[config.mk]
export PLATFORM = sky130hd
export DESIGN_NAME = dram_ilv_decoder
export DESIGN_NICKNAME = d
export VERILOG_FILES = /design/src/rtl/dram_ilv_pkg.sv /design/src/rtl/dram_ilv_cfg_check.sv /design/src/rtl/dram_ilv_field_map.sv /design/src/rtl/dram_ilv_decoder.sv
export SDC_FILE = /design/constraint.sdc
export NUM_CORES = 1
export LEC_CHECK = 0
export ABC_CLOCK_PERIOD_IN_PS = 1850
export BUFFER_PORTS_ARGS = -buffer_cell sky130_fd_sc_hd__buf_2
export CORE_ASPECT_RATIO = 0.6
export CORE_UTILIZATION = 32
export CTS_CLUSTER_SIZE = 24
export DETAILED_ROUTE_END_ITERATION = 12
export MAX_ROUTING_LAYER = met4
export PLACE_DENSITY = 0.61
export SYNTH_ARGS = -nofsm -noshare
export SYNTH_HDL_FRONTEND = slang
export SYNTH_SLANG_ARGS = --single-unit
[constraint.sdc]
create_clock -name clk -period 1.85 [get_ports clk]
set_input_delay 0.4625 -clock clk [delete_from_list [all_inputs] [get_ports clk]]
set_output_delay 0.4625 -clock clk [all_outputs]
set_load 0.02 [all_outputs]
[src/rtl/dram_ilv_pkg.sv]
package dram_ilv_pkg;

  typedef enum logic [1:0] {
    MAP_COL_BELOW_CH  = 2'd0,
    MAP_SPLIT_COL     = 2'd1,
    MAP_SPLIT_COL_TOP = 2'd2,
    MAP_RESERVED      = 2'd3
  } map_mode_e;

  // extract w bits of v starting at bit off (w may be zero)
  function automatic logic [63:0] take_bits(input logic [63:0] v,
                                            input int unsigned off,
                                            input int unsigned w);
    logic [63:0] mask;
    if (w == 0)       mask = 64'd0;
    else if (w >= 64) mask = '1;
    else              mask = (64'd1 << w) - 64'd1;
    return (v >> off) & mask;
  endfunction

endpackage

[src/rtl/dram_ilv_cfg_check.sv]
module dram_ilv_cfg_check
  import dram_ilv_pkg::*;
#(
  parameter int unsigned BURST_B     = 32,
  parameter int unsigned ROW_BUF_B   = 1024,
  parameter int unsigned STRIPE_B    = 64,
  parameter int unsigned LINE_B      = 64,
  parameter int unsigned CHANNELS    = 2,
  parameter int unsigned NUM_STRIPES = 2
) (
  input  map_mode_e mode,
  output logic      cfg_bad
);
  localparam bit BAD_COUNT = (CHANNELS != NUM_STRIPES);
  localparam bit BAD_ABOVE = (STRIPE_B != ROW_BUF_B);
  localparam bit BAD_LOW   = (STRIPE_B < LINE_B) || (STRIPE_B < BURST_B) ||
                             (STRIPE_B > ROW_BUF_B);

  always_comb begin
    unique case (mode)
      MAP_COL_BELOW_CH:  cfg_bad = BAD_COUNT | BAD_ABOVE;
      MAP_SPLIT_COL:     cfg_bad = BAD_COUNT | BAD_LOW;
      MAP_SPLIT_COL_TOP: cfg_bad = BAD_COUNT | BAD_LOW;
      default:           cfg_bad = 1'b1;
    endcase
  end
endmodule

[src/rtl/dram_ilv_field_map.sv]
module dram_ilv_field_map
  import dram_ilv_pkg::*;
#(
  parameter int unsigned ADDR_W    = 32,
  parameter int unsigned BURST_B   = 32,
  parameter int unsigned ROW_BUF_B = 1024,
  parameter int unsigned STRIPE_B  = 64,
  parameter int unsigned CHANNELS  = 2,
  parameter int unsigned RANKS     = 2,
  parameter int unsigned BANKS     = 8,
  parameter int unsigned ROWS      = 4096,
  parameter int unsigned CH_OW     = 1,
  parameter int unsigned RK_OW     = 1,
  parameter int unsigned BK_OW     = 3,
  parameter int unsigned ROW_OW    = 12,
  parameter int unsigned COL_OW    = 5
) (
  input  logic [ADDR_W-1:0]  addr,
  input  map_mode_e          mode,
  output logic [CH_OW-1:0]   channel,
  output logic [RK_OW-1:0]   rank,
  output logic [BK_OW-1:0]   bank,
  output logic [ROW_OW-1:0]  row,
  output logic [COL_OW-1:0]  column
);
  localparam int unsigned OFF  = $clog2(BURST_B);
  localparam int unsigned CB   = $clog2(ROW_BUF_B / BURST_B);
  localparam int unsigned LCR  = (STRIPE_B >= BURST_B) ? $clog2(STRIPE_B / BURST_B) : 0;
  localparam int unsigned LC   = (LCR > CB) ? CB : LCR;
  localparam int unsigned HC   = CB - LC;
  localparam int unsigned CHB  = $clog2(CHANNELS);
  localparam int unsigned BKB  = $clog2(BANKS);
  localparam int unsigned RKB  = $clog2(RANKS);
  localparam int unsigned RWB  = $clog2(ROWS);

  // mode 0 field positions
  localparam int unsigned M0_CH = OFF + CB;
  localparam int unsigned M0_BK = M0_CH + CHB;
  localparam int unsigned M0_RK = M0_BK + BKB;
  localparam int unsigned M0_RW = M0_RK + RKB;
  // mode 1 field positions
  localparam int unsigned M1_CH = OFF + LC;
  localparam int unsigned M1_HI = M1_CH + CHB;
  localparam int unsigned M1_BK = M1_HI + HC;
  localparam int unsigned M1_RK = M1_BK + BKB;
  localparam int unsigned M1_RW = M1_RK + RKB;
  // mode 2 field positions
  localparam int unsigned M2_CH = OFF + LC;
  localparam int unsigned M2_BK = M2_CH + CHB;
  localparam int unsigned M2_RK = M2_BK + BKB;
  localparam int unsigned M2_HI = M2_RK + RKB;
  localparam int unsigned M2_RW = M2_HI + HC;

  logic [63:0] a64;
  logic [63:0] lo_col, hi_col;
  assign a64 = 64'(addr);

  always_comb begin
    lo_col  = take_bits(a64, OFF, LC);
    hi_col  = 64'd0;
    channel = '0;
    rank    = '0;
    bank    = '0;
    row     = '0;
    column  = '0;
    unique case (mode)
      MAP_COL_BELOW_CH: begin
        column  = COL_OW'(take_bits(a64, OFF, CB));
        channel = CH_OW'(take_bits(a64, M0_CH, CHB));
        bank    = BK_OW'(take_bits(a64, M0_BK, BKB));
        rank    = RK_OW'(take_bits(a64, M0_RK, RKB));
        row     = ROW_OW'(take_bits(a64, M0_RW, RWB));
      end
      MAP_SPLIT_COL: begin
        channel = CH_OW'(take_bits(a64, M1_CH, CHB));
        hi_col  = take_bits(a64, M1_HI, HC);
        bank    = BK_OW'(take_bits(a64, M1_BK, BKB));
        rank    = RK_OW'(take_bits(a64, M1_RK, RKB));
        row     = ROW_OW'(take_bits(a64, M1_RW, RWB));
        column  = COL_OW'((hi_col << LC) | lo_col);
      end
      MAP_SPLIT_COL_TOP: begin
        channel = CH_OW'(take_bits(a64, M2_CH, CHB));
        bank    = BK_OW'(take_bits(a64, M2_BK, BKB));
        rank    = RK_OW'(take_bits(a64, M2_RK, RKB));
        hi_col  = take_bits(a64, M2_HI, HC);
        row     = ROW_OW'(take_bits(a64, M2_RW, RWB));
        column  = COL_OW'((hi_col << LC) | lo_col);
      end
      default: ;
    endcase
  end
endmodule

[src/rtl/dram_ilv_decoder.sv]
module dram_ilv_decoder
  import dram_ilv_pkg::*;
#(
  parameter int unsigned ADDR_W       = 32,
  parameter int unsigned DEV_PER_RANK = 4,
  parameter int unsigned BURST_LEN    = 8,
  parameter int unsigned DEV_BUS_W    = 8,
  parameter int unsigned ROW_BUF_B    = 1024,
  parameter int unsigned STRIPE_B     = 64,
  parameter int unsigned LINE_B       = 64,
  parameter int unsigned CHANNELS     = 2,
  parameter int unsigned NUM_STRIPES  = 2,
  parameter int unsigned RANKS        = 2,
  parameter int unsigned BANKS        = 8,
  parameter int unsigned ROWS         = 4096,
  localparam int unsigned BURST_B = (DEV_PER_RANK * BURST_LEN * DEV_BUS_W) / 8,
  localparam int unsigned CH_OW   = ($clog2(CHANNELS) > 0) ? $clog2(CHANNELS) : 1,
  localparam int unsigned RK_OW   = ($clog2(RANKS) > 0) ? $clog2(RANKS) : 1,
  localparam int unsigned BK_OW   = ($clog2(BANKS) > 0) ? $clog2(BANKS) : 1,
  localparam int unsigned ROW_OW  = ($clog2(ROWS) > 0) ? $clog2(ROWS) : 1,
  localparam int unsigned COL_OW  = ($clog2(ROW_BUF_B / BURST_B) > 0) ?
                                    $clog2(ROW_BUF_B / BURST_B) : 1
) (
  input  logic              clk,
  input  logic              rst_n,
  input  logic              in_valid,
  input  logic [ADDR_W-1:0] in_addr,
  input  logic [1:0]        in_mode,
  output logic              out_valid,
  output logic              out_cfg_err,
  output logic [CH_OW-1:0]  out_channel,
  output logic [RK_OW-1:0]  out_rank,
  output logic [BK_OW-1:0]  out_bank,
  output logic [ROW_OW-1:0] out_row,
  output logic [COL_OW-1:0] out_column
);
  // reset synchroniser: asserts at once, releases on the clock
  logic rst_s1, rst_q;
  always_ff @(posedge clk or negedge rst_n) begin
    if (!rst_n) begin
      rst_s1 <= 1'b0;
      rst_q  <= 1'b0;
    end else begin
      rst_s1 <= 1'b1;
      rst_q  <= rst_s1;
    end
  end

  map_mode_e   mode;
  logic        cfg_bad;
  logic [CH_OW-1:0]  ch_w;
  logic [RK_OW-1:0]  rk_w;
  logic [BK_OW-1:0]  bk_w;
  logic [ROW_OW-1:0] row_w;
  logic [COL_OW-1:0] col_w;
  assign mode = map_mode_e'(in_mode);

  dram_ilv_cfg_check #(
    .BURST_B(BURST_B), .ROW_BUF_B(ROW_BUF_B), .STRIPE_B(STRIPE_B),
    .LINE_B(LINE_B), .CHANNELS(CHANNELS), .NUM_STRIPES(NUM_STRIPES)
  ) cfg_i (
    .mode(mode), .cfg_bad(cfg_bad)
  );

  dram_ilv_field_map #(
    .ADDR_W(ADDR_W), .BURST_B(BURST_B), .ROW_BUF_B(ROW_BUF_B),
    .STRIPE_B(STRIPE_B), .CHANNELS(CHANNELS), .RANKS(RANKS),
    .BANKS(BANKS), .ROWS(ROWS), .CH_OW(CH_OW), .RK_OW(RK_OW),
    .BK_OW(BK_OW), .ROW_OW(ROW_OW), .COL_OW(COL_OW)
  ) map_i (
    .addr(in_addr), .mode(mode), .channel(ch_w), .rank(rk_w),
    .bank(bk_w), .row(row_w), .column(col_w)
  );

  // next-state logic
  logic load_en;
  logic valid_d, err_d;
  assign load_en = in_valid & ~cfg_bad;
  assign valid_d = in_valid & ~cfg_bad;
  assign err_d   = in_valid & cfg_bad;

  // flag registers
  always_ff @(posedge clk or negedge rst_q) begin
    if (!rst_q) begin
      out_valid   <= 1'b0;
      out_cfg_err <= 1'b0;
    end else begin
      out_valid   <= valid_d;
      out_cfg_err <= err_d;
    end
  end

  // field registers with explicit enable
  always_ff @(posedge clk or negedge rst_q) begin
    if (!rst_q) begin
      out_channel <= '0;
      out_rank    <= '0;
      out_bank    <= '0;
      out_row     <= '0;
      out_column  <= '0;
    end else if (load_en) begin
      out_channel <= ch_w;
      out_rank    <= rk_w;
      out_bank    <= bk_w;
      out_row     <= row_w;
      out_column  <= col_w;
    end
  end

  // flags are mutually exclusive
  p_flags_excl_r10: assert property (@(posedge clk) disable iff (!rst_q)
    !(out_valid && out_cfg_err));
  // a clean request yields out_valid next cycle
  p_valid_next_r10: assert property (@(posedge clk) disable iff (!rst_q)
    (in_valid && !cfg_bad) |=> out_valid);
  // reserved mode always flags an error
  p_rsvd_err_r8: assert property (@(posedge clk) disable iff (!rst_q)
    (in_valid && in_mode == 2'd3) |=> (out_cfg_err && !out_valid));
  // fields hold without a clean request
  p_hold_row_r11: assert property (@(posedge clk) disable iff (!rst_q)
    !(in_valid && !cfg_bad) |=> ($stable(out_row) && $stable(out_column)));
  // bank, rank and channel hold as well
  p_hold_bk_r11: assert property (@(posedge clk) disable iff (!rst_q)
    !(in_valid && !cfg_bad) |=> ($stable(out_bank) && $stable(out_rank) &&
                                 $stable(out_channel)));
  // no output flag without a request
  p_no_req_r10: assert property (@(posedge clk) disable iff (!rst_q)
    !in_valid |=> (!out_valid && !out_cfg_err));
endmodule

=== Word level (Yosys, flattened, before mapping) ===
Index checks and enable logic that the tools add are counted.

* Equality and inequality tests: 2
* Bitwise logic cells: 19
* Reductions and logical operators: 2
* Mux-type cells: 18

{| class="wikitable"
|+ Operators with widths
! kind !! count
|-
| $and A12 B12 Y12 || 3
|-
| $mux W12 || 3
|-
| $pmux W12 S3 || 1
|-
| $pmux W5 S3 || 1
|-
| $or A5 B1 Y5 || 2
|-
| $and A3 B3 Y3 || 3
|-
| $mux W3 || 3
|-
| $pmux W3 S3 || 1
|-
| $and A1 B1 Y1 || 8
|-
| $and A4 B4 Y4 || 2
|-
| $mux W4 || 2
|-
| $pmux W1 S3 || 2
|-
| $and A5 B5 Y5 || 1
|-
| $mux W5 || 1
|-
| $mux W1 || 4
|-
| $eq A2 B1 Y1 const B || 1
|-
| $eq A2 B2 Y1 const B || 1
|-
| $logic_not A2 Y1 || 1
|-
| $reduce_or A2 Y1 || 1
|}

* Output and inout bits: 24
* Logic and storage cells: 50
* Input port bits: 37
* Register bits after elaboration: 26

=== Depth between registers and ports, before layout ===
Gate-level depths: netlist of the first run.

* Word-level depth: 5
* Depth in mapped cells: 6
* Gate-level depth less buffers: 5

=== Cells and area by module ===
Synthesis of the first run repeated with hierarchy kept, for this count alone.

* Cell total of the unflattened synthesis: 102
* Area, all modules: 1,387.6 µm²

{| class="wikitable"
|+ Modules (own cells, without submodules)
! module !! cells each !! times used !! area an instance (µm²) !! seq. area each (µm²)
|-
| dram_ilv_decoder || 54 || 1 || 1,046.0 || 650.6
|-
| dram_ilv_field_map || 47 || 1 || 332.8 || 0.0
|-
| dram_ilv_cfg_check || 1 || 1 || 8.8 || 0.0
|}

=== Worst setup path before layout of the first run ===
No wires, ideal clock.

* Path type: input -> register
* From: in in_mode[0]
* To: reg out_bank[2]
* Required time: 1,729 ps
* Arrival: 1,354 ps
* Path buffers: 1
* Setup slack: 375 ps
* Setup time: 121 ps
* Stages on the path: 6
* Path through: inv_1 ha_1 nand2_1 buf_2 nor2_1 a22o_1

* Cells in the longest elaborated chain, start to end: 3
* Elaborated cells between the ends (all ways): 6
* Classes of those cells: eq/ne (2); mux (1); bitwise (1); reduce/logical (2)

{| class="wikitable"
|+ RTL lines
! element !! RTL line !! text
|-
| from (decl) || dram_ilv_decoder.sv:28 || <nowiki>input logic [1:0] in_mode,</nowiki>
|-
| $eq A2 B1 Y1 or $eq A2 B2 Y1 (tied branches) || dram_ilv_cfg_check.sv:20, dram_ilv_field_map.sv:66 ||
|-
| $reduce_or A2 Y1 (no line) || - ||
|-
| $and A1 B1 Y1 || dram_ilv_decoder.sv:78 || <nowiki>assign load_en = in_valid & ~cfg_bad;</nowiki>
|-
| to (signal assigned) || dram_ilv_decoder.sv:104 || <nowiki>out_bank <= bk_w;</nowiki>
|-
| to (decl) || dram_ilv_decoder.sv:33 || <nowiki>output logic [BK_OW-1:0] out_bank,</nowiki>
|}

Several ways; a longest one is shown, not always the timed one.
A chain may end at the register's enable or synchronous reset.

=== Final worst setup path of the first run ===
* From: in in_mode[1]
* To: reg out_row[9]

* Cells in the longest elaborated chain, start to end: 3
* Elaborated cells between the ends (all ways): 6
* Classes of those cells: eq/ne (2); mux (1); bitwise (1); reduce/logical (2)

{| class="wikitable"
|+ RTL lines
! element !! RTL line !! text
|-
| $eq A2 B1 Y1 or $eq A2 B2 Y1 (tied branches) || dram_ilv_cfg_check.sv:20, dram_ilv_field_map.sv:66 ||
|-
| $reduce_or A2 Y1 (no line) || - ||
|-
| $and A1 B1 Y1 || dram_ilv_decoder.sv:78 ||
|-
| to (signal assigned) || dram_ilv_decoder.sv:105 || <nowiki>out_row <= row_w;</nowiki>
|-
| to (decl) || dram_ilv_decoder.sv:34 || <nowiki>output logic [ROW_OW-1:0] out_row,</nowiki>
|}

Several ways; a longest one is shown, not always the timed one.

==> insert_results.sql, run 1 <==
INSERT INTO impl_metrics (metric_group, metric, value, unit) VALUES
('outcome', 'status', 'complete, no violations', ''),
('synth', 'synth_simple_gate_area_share', '17.0', '%'),
('critical_path', 'crit_chain', 'buf_2 > inv_1 > ha_1 > nand2_1 > buf_4 > o21ai_0', ''),
('synth', 'synth_sequential_area_ratio', '55.6', '%'),
('power', 'worst_ir_drop_vdd', '0.000402', 'V'),
('sta', 'rsz0062_at_grt', 'false', ''),
('sta', 'timing_hold_violations_final', '0', ''),
('critical_path', 'crit_required', '2000', 'ps'),
('power', 'pleak', '0.839', 'nW'),
('clocking', 'cts.sink_count', '26', ''),
('synth', 'ffs_latches_synth', '26', ''),
('finish', 'layout_net_count', '211', ''),
('critical_path', 'cpLargestDelayFamily', 'buffers and inverters', ''),
('synth', 'ys_types', '16', ''),
('placed_design', 'routabilityCongestion', '0.879', ''),
('clocking', 'postCtsSetupBuffers', '0', ''),
('placed_design', 'dpl_cell_area', '1490', 'µm²'),
('run', 'maxCapViolations', '0', ''),
('grt', 'globalRoute.totalOverflow', '0', ''),
('synth', 'yosys_warnings', '0', ''),
('finish', 'final_cell_mix', 'buf_2 (50), dfrtp_1 (26), nand2_1 (21), o21ai_0 (15), nand2b_1 (13)', ''),
('synth', 'synth_top_family_by_area', 'compound AO/OA/AOI/OAI gates', ''),
('detailed_routing', 'num_vias', '979', ''),
('critical_path', 'cp_num_buf_inv', '3', ''),
('sta', 'final_worst_path_cycle_share', '83.6', '%'),
('clocking', 'cts.path.max_buffers', '2', ''),
('synth', 'postSynthCellCount', '113', ''),
('sta', 'maxClockFrequency', '0.647', 'GHz'),
('floorplanning', 'vert_die_dim', '48.8', 'µm'),
('floorplanning', 'dieWidth', '80.1', 'µm'),
('critical_path', 'crit_arrival', '1690', 'ps'),
('sta', 'worst_setup_skew_after_layout', '8.59', 'ps'),
('clocking', 'cts_inserted_buffers', '3', ''),
('critical_path', 'path_class', 'primary input to flop', ''),
('synth', 'yosys-mux-area-fraction', '0', '%'),
('grt', 'grt_max_degree', '19', ''),
('placed_design', 'detailedPlacementHpwl', '2.03', 'mm'),
('critical_path', 'critPathCaptureType', 'flop', ''),
('floorplanning', 'rows', '16', ''),
('synth', 'netlist.area_leader.share', '55.6', '%'),
('clocking', 'number_of_instances_resized_during_post_cts_repair', '0', ''),
('detailed_routing', 'drc', '0', ''),
('detailed_routing', 'first_iter_violations', '22', ''),
('finish', 'syn2layout_area_growth', '34.0', '%'),
('critical_path', 'critPathMaxStageDelay', '290', 'ps'),
('grt', 'first_global_vias', '977', ''),
('detailed_routing', 'drt_wl_total', '2.59', 'mm'),
('grt', 'grt_antenna_before_repair', '0', ''),
('clocking', 'cts.root.buffer_cell', 'clkbuf_8', ''),
('sta', 'setup-violations-final', '0', ''),
('detailed_routing', 'wl_per_cell', '12.2', 'µm'),
('floorplanning', 'floorplan.core_area', '3360', 'µm²'),
('synth', 'synth_xor_xnor_area_share', '0', '%'),
('min_path', 'min-delay-path-class', 'flop to asynchronous set/reset pin', ''),
('critical_path', 'path_max_fanout', '18', ''),
('sta', 'crit_path_time_final', '1550', 'ps'),
('clocking', 'tritoncts_clock_tree', 'yes', ''),
('synth', 'mappedNetlistNets', '156', ''),
('floorplanning', 'number_of_placed_i_o_pins', '61', ''),
('grt', 'grt_first_pass_wirelength', '4.35', 'mm'),
('synth', 'post_synth_instance_area', '1170', 'µm²'),
('synth', 'adder_and_majority_cell_fraction_of_the_synthesized_area', '6.42', '%'),
('synth', 'syn_avg_cell_area', '10.4', 'µm²'),
('critical_path', 'start_kind', 'primary input', ''),
('synth', 'synth-compound-area-share', '18.0', '%'),
('finish', 'drive_gt1_share', '34.7', '%'),
('detailed_routing', 'vias_per_cell', '4.62', ''),
('sta', 'timing_max_transition_violations_final', '0', ''),
('finish', 'diodes', '0', ''),
('clocking', 'h-tree-depth', '1', ''),
('sta', 'hold-worst-slack', '177', 'ps');
-- final timing paths --
kind | startpoint | depth (start not counted) | endpoint | slack [ps]
worst min register to register | rst_q$_DFF_PN0_ | 0 | out_row[5]$_DFFE_PN0P_ | 180
worst max register to register | out_column[2]$_DFFE_PN0P_ | 1 | out_column[2]$_DFFE_PN0P_ | 1130
min in group clk | rst_s1$_DFF_PN0_ | 0 | rst_q$_DFF_PN0_ | 350
worst max-delay path | in_mode[1] | 6 | out_row[9]$_DFFE_PN0P_ | 300
max in group asynchronous | rst_q$_DFF_PN0_ | 1 | out_row[6]$_DFFE_PN0P_ | 1150
worst min-delay path | rst_q$_DFF_PN0_ | 0 | out_row[5]$_DFFE_PN0P_ | 180
-- cell families after synthesis --
family	Yosys count
adders and majority gates	6
DFF	26
buffers and inverters	8
other	1
and+or+nand+nor	41
AOI/OAI and AO/OA	31
-- registers in the layout (all words and copies together) (netlist names) --
name         cells
out_rank         1
out_valid        1
out_channel      1
rst_q            1
out_bank         3
rst_s1           1
out_cfg_err      1
out_column       5
out_row         12
-- cell type report --
type	count	area, µm²
Tap cell	45	56.3
Sequential cell	26	651
Fill cell	345	1800
Clock buffer	3	41.3
Multi-Input combinational cell	79	488
Timing Repair Buffer	55	290
Inverter	3	11.3
Clock inverter	1	30.0
-- cells in the mapped netlist --
library cell and count:
clkbuf_1 4, buf_2 1, inv_1 3, ha_1 6
dfrtp_1 26, a21oi_1 1, nor2b_1 5, nand2_1 21
nand2b_1 13, nor2_1 2, a22oi_1 2, conb_1 1
a221o_1 4, o21ai_0 15, o31ai_1 3, a22o_1 6
-- report_power, final --
part / switching (mW) / internal (mW)
logic: 0.237 / 0.151
registers: 0.0472 / 0.654
clock network: 0.176 / 0.289
-- stage by stage --
step	utilization [%]	power, mW	setup WS, ps	cells	setup TNS (ps)
2_1_floorplan	-	0.943	375	113	0
3_3_place_gp	44.2	1.09	66.9	207	0
3_5_place_dp	44.2	1.10	-15.3	207	-22.3
4_1_cts	46.6	1.57	293	212	0
5_1_grt	46.6	1.65	202	212	0
6_report	46.6	1.55	303	212	0
-- metal layers --
layer,global-route usage (%),up-vias,part of all wire (%)
met2,23.5,30,46
met4,5.36,0,0.89
met5,-,-,0
met3,4.86,3,5.6
li1,-,490,-
met1,18.7,456,47
Power figures use the tool's default switching activity.
==> inputs of run 2 (changes only) <==
--- a/config.mk
+++ b/config.mk
@@ -5,7 +5,8 @@
 export SDC_FILE = /design/constraint.sdc
 export NUM_CORES = 1
 export LEC_CHECK = 0
-export ABC_CLOCK_PERIOD_IN_PS = 1850
+export ABC_AREA = 1
+export ABC_CLOCK_PERIOD_IN_PS = 1500
 export BUFFER_PORTS_ARGS = -buffer_cell sky130_fd_sc_hd__buf_2
 export CORE_ASPECT_RATIO = 0.6
 export CORE_UTILIZATION = 32
==> constraint.sdc (replaced) <==
create_clock -name clk -period 1.5 [get_ports clk]
set_input_delay 0.375 -clock clk [delete_from_list [all_inputs] [get_ports clk]]
set_output_delay 0.375 -clock clk [all_outputs]
set_load 0.02 [all_outputs]
==> run 2 against run 1 <==
Compared with the run above: non-clock buffer count is 3 higher; power rose by 17%; largest power group unchanged; setup slack worse by 8.1 ps; highest routed layer unchanged; largest cell class unchanged.
==> insert_results.sql, run 2 <==
INSERT INTO impl_metrics (metric_group, metric, value, unit) VALUES
('outcome', 'status', 'complete, no violations', ''),
('detailed_routing', 'wl_per_cell', '11.3', 'µm'),
('synth', 'postSynthCellCount', '122', ''),
('power', 'combinational_share_of_power', '28.3', '%'),
('floorplanning', 'floorplan.core_area', '3420', 'µm²'),
('power', 'cell_internal_pwr', '1.25', 'mW'),
('power', 'totalPowerFinal', '1.81', 'mW'),
('power', 'power_frac_seq', '47.6', '%'),
('placed_design', 'detailedPlacementHpwl', '2.02', 'mm'),
('synth', 'yosys_warnings', '0', ''),
('synth', 'ffs_latches_synth', '26', ''),
('clocking', 'tritoncts_clock_tree', 'yes', ''),
('finish', 'final_cell_mix', 'buf_2 (50), nand2_1 (43), dfrtp_1 (26), inv_1 (14), a22o_1 (11)', ''),
('detailed_routing', 'drt_first_pass_iters', '4', ''),
('run', 'maxCapViolations', '0', ''),
('grt', 'grt_first_pass_wirelength', '4.52', 'mm'),
('detailed_routing', 'antenna_left', '0', ''),
('grt', 'grt_max_degree', '19', ''),
('finish', 'layout_net_count', '224', ''),
('critical_path', 'crit_arrival', '1410', 'ps'),
('placed_design', 'io_buffers', '50', ''),
('floorplanning', 'initial_core_util', '35.3', '%'),
('detailed_routing', 'drc', '0', ''),
('critical_path', 'path_common_cell', 'nand2_1', ''),
('finish', 'drive_gt1_share', '36.7', '%'),
('finish', 'area_occupied_by_multi_input_gates', '458', 'µm²'),
('floorplanning', 'number_of_placed_i_o_pins', '61', ''),
('finish', 'fillCellCount', '345', ''),
('power', 'switching_power', '563', 'µW'),
('sta', 'timing_max_transition_violations_final', '0', ''),
('critical_path', 'crit_chain', 'buf_2 > inv_1 > ha_1 > nand2_4 > nor2_1 > nand2_1 > nand2_1', ''),
('synth', 'mappedNetlistNets', '165', ''),
('sta', 'final_worst_path_cycle_share', '80.3', '%'),
('critical_path', 'path_max_fanout', '5', ''),
('clocking', 'cts.sink_count', '26', ''),
('clocking', 'path_clk_slew', '90', 'ps'),
('finish', 'largest_register', 'out_row', ''),
('critical_path', 'crit_start', 'in_mode[0]', ''),
('critical_path', 'cpLargestDelayFamily', 'simple AND/OR/NAND/NOR gates', ''),
('floorplanning', 'dieWidth', '81.4', 'µm'),
('power', 'p_per_area', '1130', 'nW/µm²'),
('clocking', 'postCtsSetupBuffers', '0', ''),
('clocking', 'clk_latency', '260', 'ps'),
('sta', 'crit_path_time_final', '1200', 'ps'),
('grt', 'globalRoute.totalOverflow', '0', ''),
('power', 'worst_ir_drop_vdd', '0.000573', 'V'),
('synth', 'synth_enable_flop_cells', '0', ''),
('critical_path', 'path_class', 'primary input to flop', ''),
('synth', 'netlist.top_cell.by_area', 'dfrtp_1', ''),
('sta', 'maxClockFrequency', '0.830', 'GHz'),
('finish', 'biggestRegsByFlops', 'out_row (12), out_column (5), out_bank (3)', ''),
('finish', 'register_area', '651', 'µm²'),
('clocking', 'number_of_instances_resized_during_post_cts_repair', '0', ''),
('critical_path', 'crit_required', '1700', 'ps'),
('finish', 'largest_register_ff_count', '12', ''),
('synth', 'synth_top_cells_by_area', 'dfrtp_1 (54%), nand2_1 (13%), a22o_1 (8.0%)', ''),
('synth', 'synth_sequential_area_ratio', '53.8', '%'),
('synth', 'yosys-top-cells-count', 'nand2_1 (43), dfrtp_1 (26), inv_1 (14)', ''),
('synth', 'ys_types', '15', ''),
('clocking', 'cts.root.buffer_cell', 'clkbuf_8', ''),
('synth', 'adder_and_majority_cell_fraction_of_the_synthesized_area', '6.20', '%'),
('clocking', 'cts.path.max_buffers', '2', ''),
('synth', 'synth_flop_cell', 'dfrtp_1', ''),
('grt', 'first_global_vias', '997', ''),
('synth', 'synthMostInstantiatedCell', 'nand2_1', ''),
('detailed_routing', 'drt_wl_total', '2.54', 'mm'),
('synth', 'synth-compound-area-share', '13.1', '%'),
('sta', 'rsz0062_at_grt', 'false', ''),
('sta', 'worst_setup_skew_after_layout', '3.89', 'ps'),
('synth', 'yosys-mux-area-fraction', '0', '%'),
('floorplanning', 'die_outline_area', '4040', 'µm²'),
('floorplanning', 'vert_die_dim', '49.6', 'µm'),
('synth', 'synth_xor_xnor_area_share', '0', '%'),
('synth', 'netlist.area_leader.share', '53.8', '%'),
('grt', 'grtUsageTotal', '15.0', '%'),
('critical_path', 'critPathCaptureType', 'flop', ''),
('critical_path', 'critical_path.reg2reg.startpoint', 'out_row[10]$_DFFE_PN0P_', ''),
('synth', 'synth_top_family_by_area', 'simple AND/OR/NAND/NOR gates', ''),
('finish', 'layout_commonest_cell', 'buf_2', ''),
('critical_path', 'start_kind', 'primary input', ''),
('synth', 'synth_simple_gate_area_share', '18.2', '%'),
('power', 'pleak', '0.954', 'nW'),
('finish', 'syn2layout_area_growth', '33.1', '%'),
('synth', 'ys_async_sr_fraction', '100', '%'),
('critical_path', 'cp_num_buf_inv', '2', ''),
('clocking', 'cts_inserted_buffers', '3', ''),
('clocking', 'h-tree-depth', '1', ''),
('finish', 'layout.cell_area.non_filler', '1610', 'µm²'),
('placed_design', 'dpl_cell_area', '1550', 'µm²'),
('grt', 'grt_antenna_before_repair', '0', ''),
('floorplanning', 'rows', '16', ''),
('sta', 'setup-violations-final', '0', ''),
('synth', 'post_synth_instance_area', '1210', 'µm²'),
('finish', 'diodes', '0', ''),
('critical_path', 'critPathMaxStageDelay', '320', 'ps'),
('critical_path', 'slowest_stage', 'ha_1', ''),
('power', 'power.share.clock', '24.1', '%'),
('power', 'netSwitchingFraction', '31.0', '%'),
('sta', 'timing_hold_violations_final', '0', ''),
('detailed_routing', 'first_iter_violations', '52', ''),
('synth', 'syn_avg_cell_area', '9.92', 'µm²'),
('min_path', 'min-delay-path-class', 'flop to asynchronous set/reset pin', ''),
('detailed_routing', 'num_vias', '991', ''),
('detailed_routing', 'vias_per_cell', '4.40', ''),
('placed_design', 'routabilityCongestion', '0.888', '');
[run 2: cell count changes in the layout (fill, tap and decap cells not counted), sizes merged, moves of 4 or more]
cell and change:
inv +11, nor2b -5, a221o -4, nand3 +4, o21ai -11, nand2 +23, nand2b -13, a22o +8
[run 2: power groups by stage]
| stage | Clock (mW) | Combinational (mW) | Sequential [mW] |
|---|---|---|---|
| 3_3_place_gp | 0 | 0.511 | 0.874 |
| 6_report | 0.437 | 0.514 | 0.864 |
| 4_1_cts | 0.457 | 0.522 | 0.866 |
| 5_1_grt | 0.490 | 0.564 | 0.882 |
| 2_1_floorplan | 0 | 0.185 | 1.01 |
| 3_5_place_dp | 0 | 0.522 | 0.874 |
[run 2: cell families after synthesis]
logic type | after synthesis
other | 1
buffers and inverters | 18
flip-flops | 26
adder cells (fa/ha/maj) | 6
AND/OR/NAND/NOR | 51
AO/OA/AOI/OAI | 20
[run 2: layer usage]
layer  wire length (µm)  vias up  global-route usage, %
met3                186        2                   4.44
met2               1110       36                   22.8
met5                  0        -                      -
li1                   -      505                      -
met1               1240      448                   20.4
met4                  8        0                   1.79
[run 2: cell type report]
| type | instances | share of cell area, % |
|---|---|---|
| tap | 45 | 3.50 |
| clock buffer | 4 | 3.42 |
| timing repair buffer | 58 | 21.0 |
| inverter | 14 | 3.26 |
| sequential | 26 | 40.4 |
| multi-input combinational | 78 | 28.4 |
[run 2: final timing paths]
kind	end	slack [ps]	cells past startpoint
max reg2reg	out_row[10]$_DFFE_PN0P_	770	1
max	out_bank[1]$_DFFE_PN0P_	300	7
min	out_row[2]$_DFFE_PN0P_	120	0
min reg2reg	out_row[2]$_DFFE_PN0P_	120	0
max in group asynchronous	out_row[8]$_DFFE_PN0P_	850	1
min in group clk	out_row[2]$_DFFE_PN0P_	320	2
[run 2: stage by stage]
| step | setup TNS (ps) | std cells | utilization, % | hold WS, ps | setup WS, ps |
|---|---|---|---|---|---|
| detailed placement | -2.98 | 220 | 45.1 | 131 | -2.98 |
| finish | 0 | 225 | 47.0 | 122 | 295 |
| global placement | 0 | 220 | 45.1 | 116 | 41.7 |
| CTS | 0 | 225 | 47.0 | 134 | 278 |
| floorplan | 0 | 122 | - | 79.4 | 72.2 |
| global route | 0 | 225 | 47.0 | 168 | 218 |
[run 2: what timing repair did]
| item | CTS | global route |
|---|---|---|
| hold buffers | 1 | 0 |
| setup endpoints to repair | 0 | 0 |
| endpoints found under the hold margin | 2 | 0 |
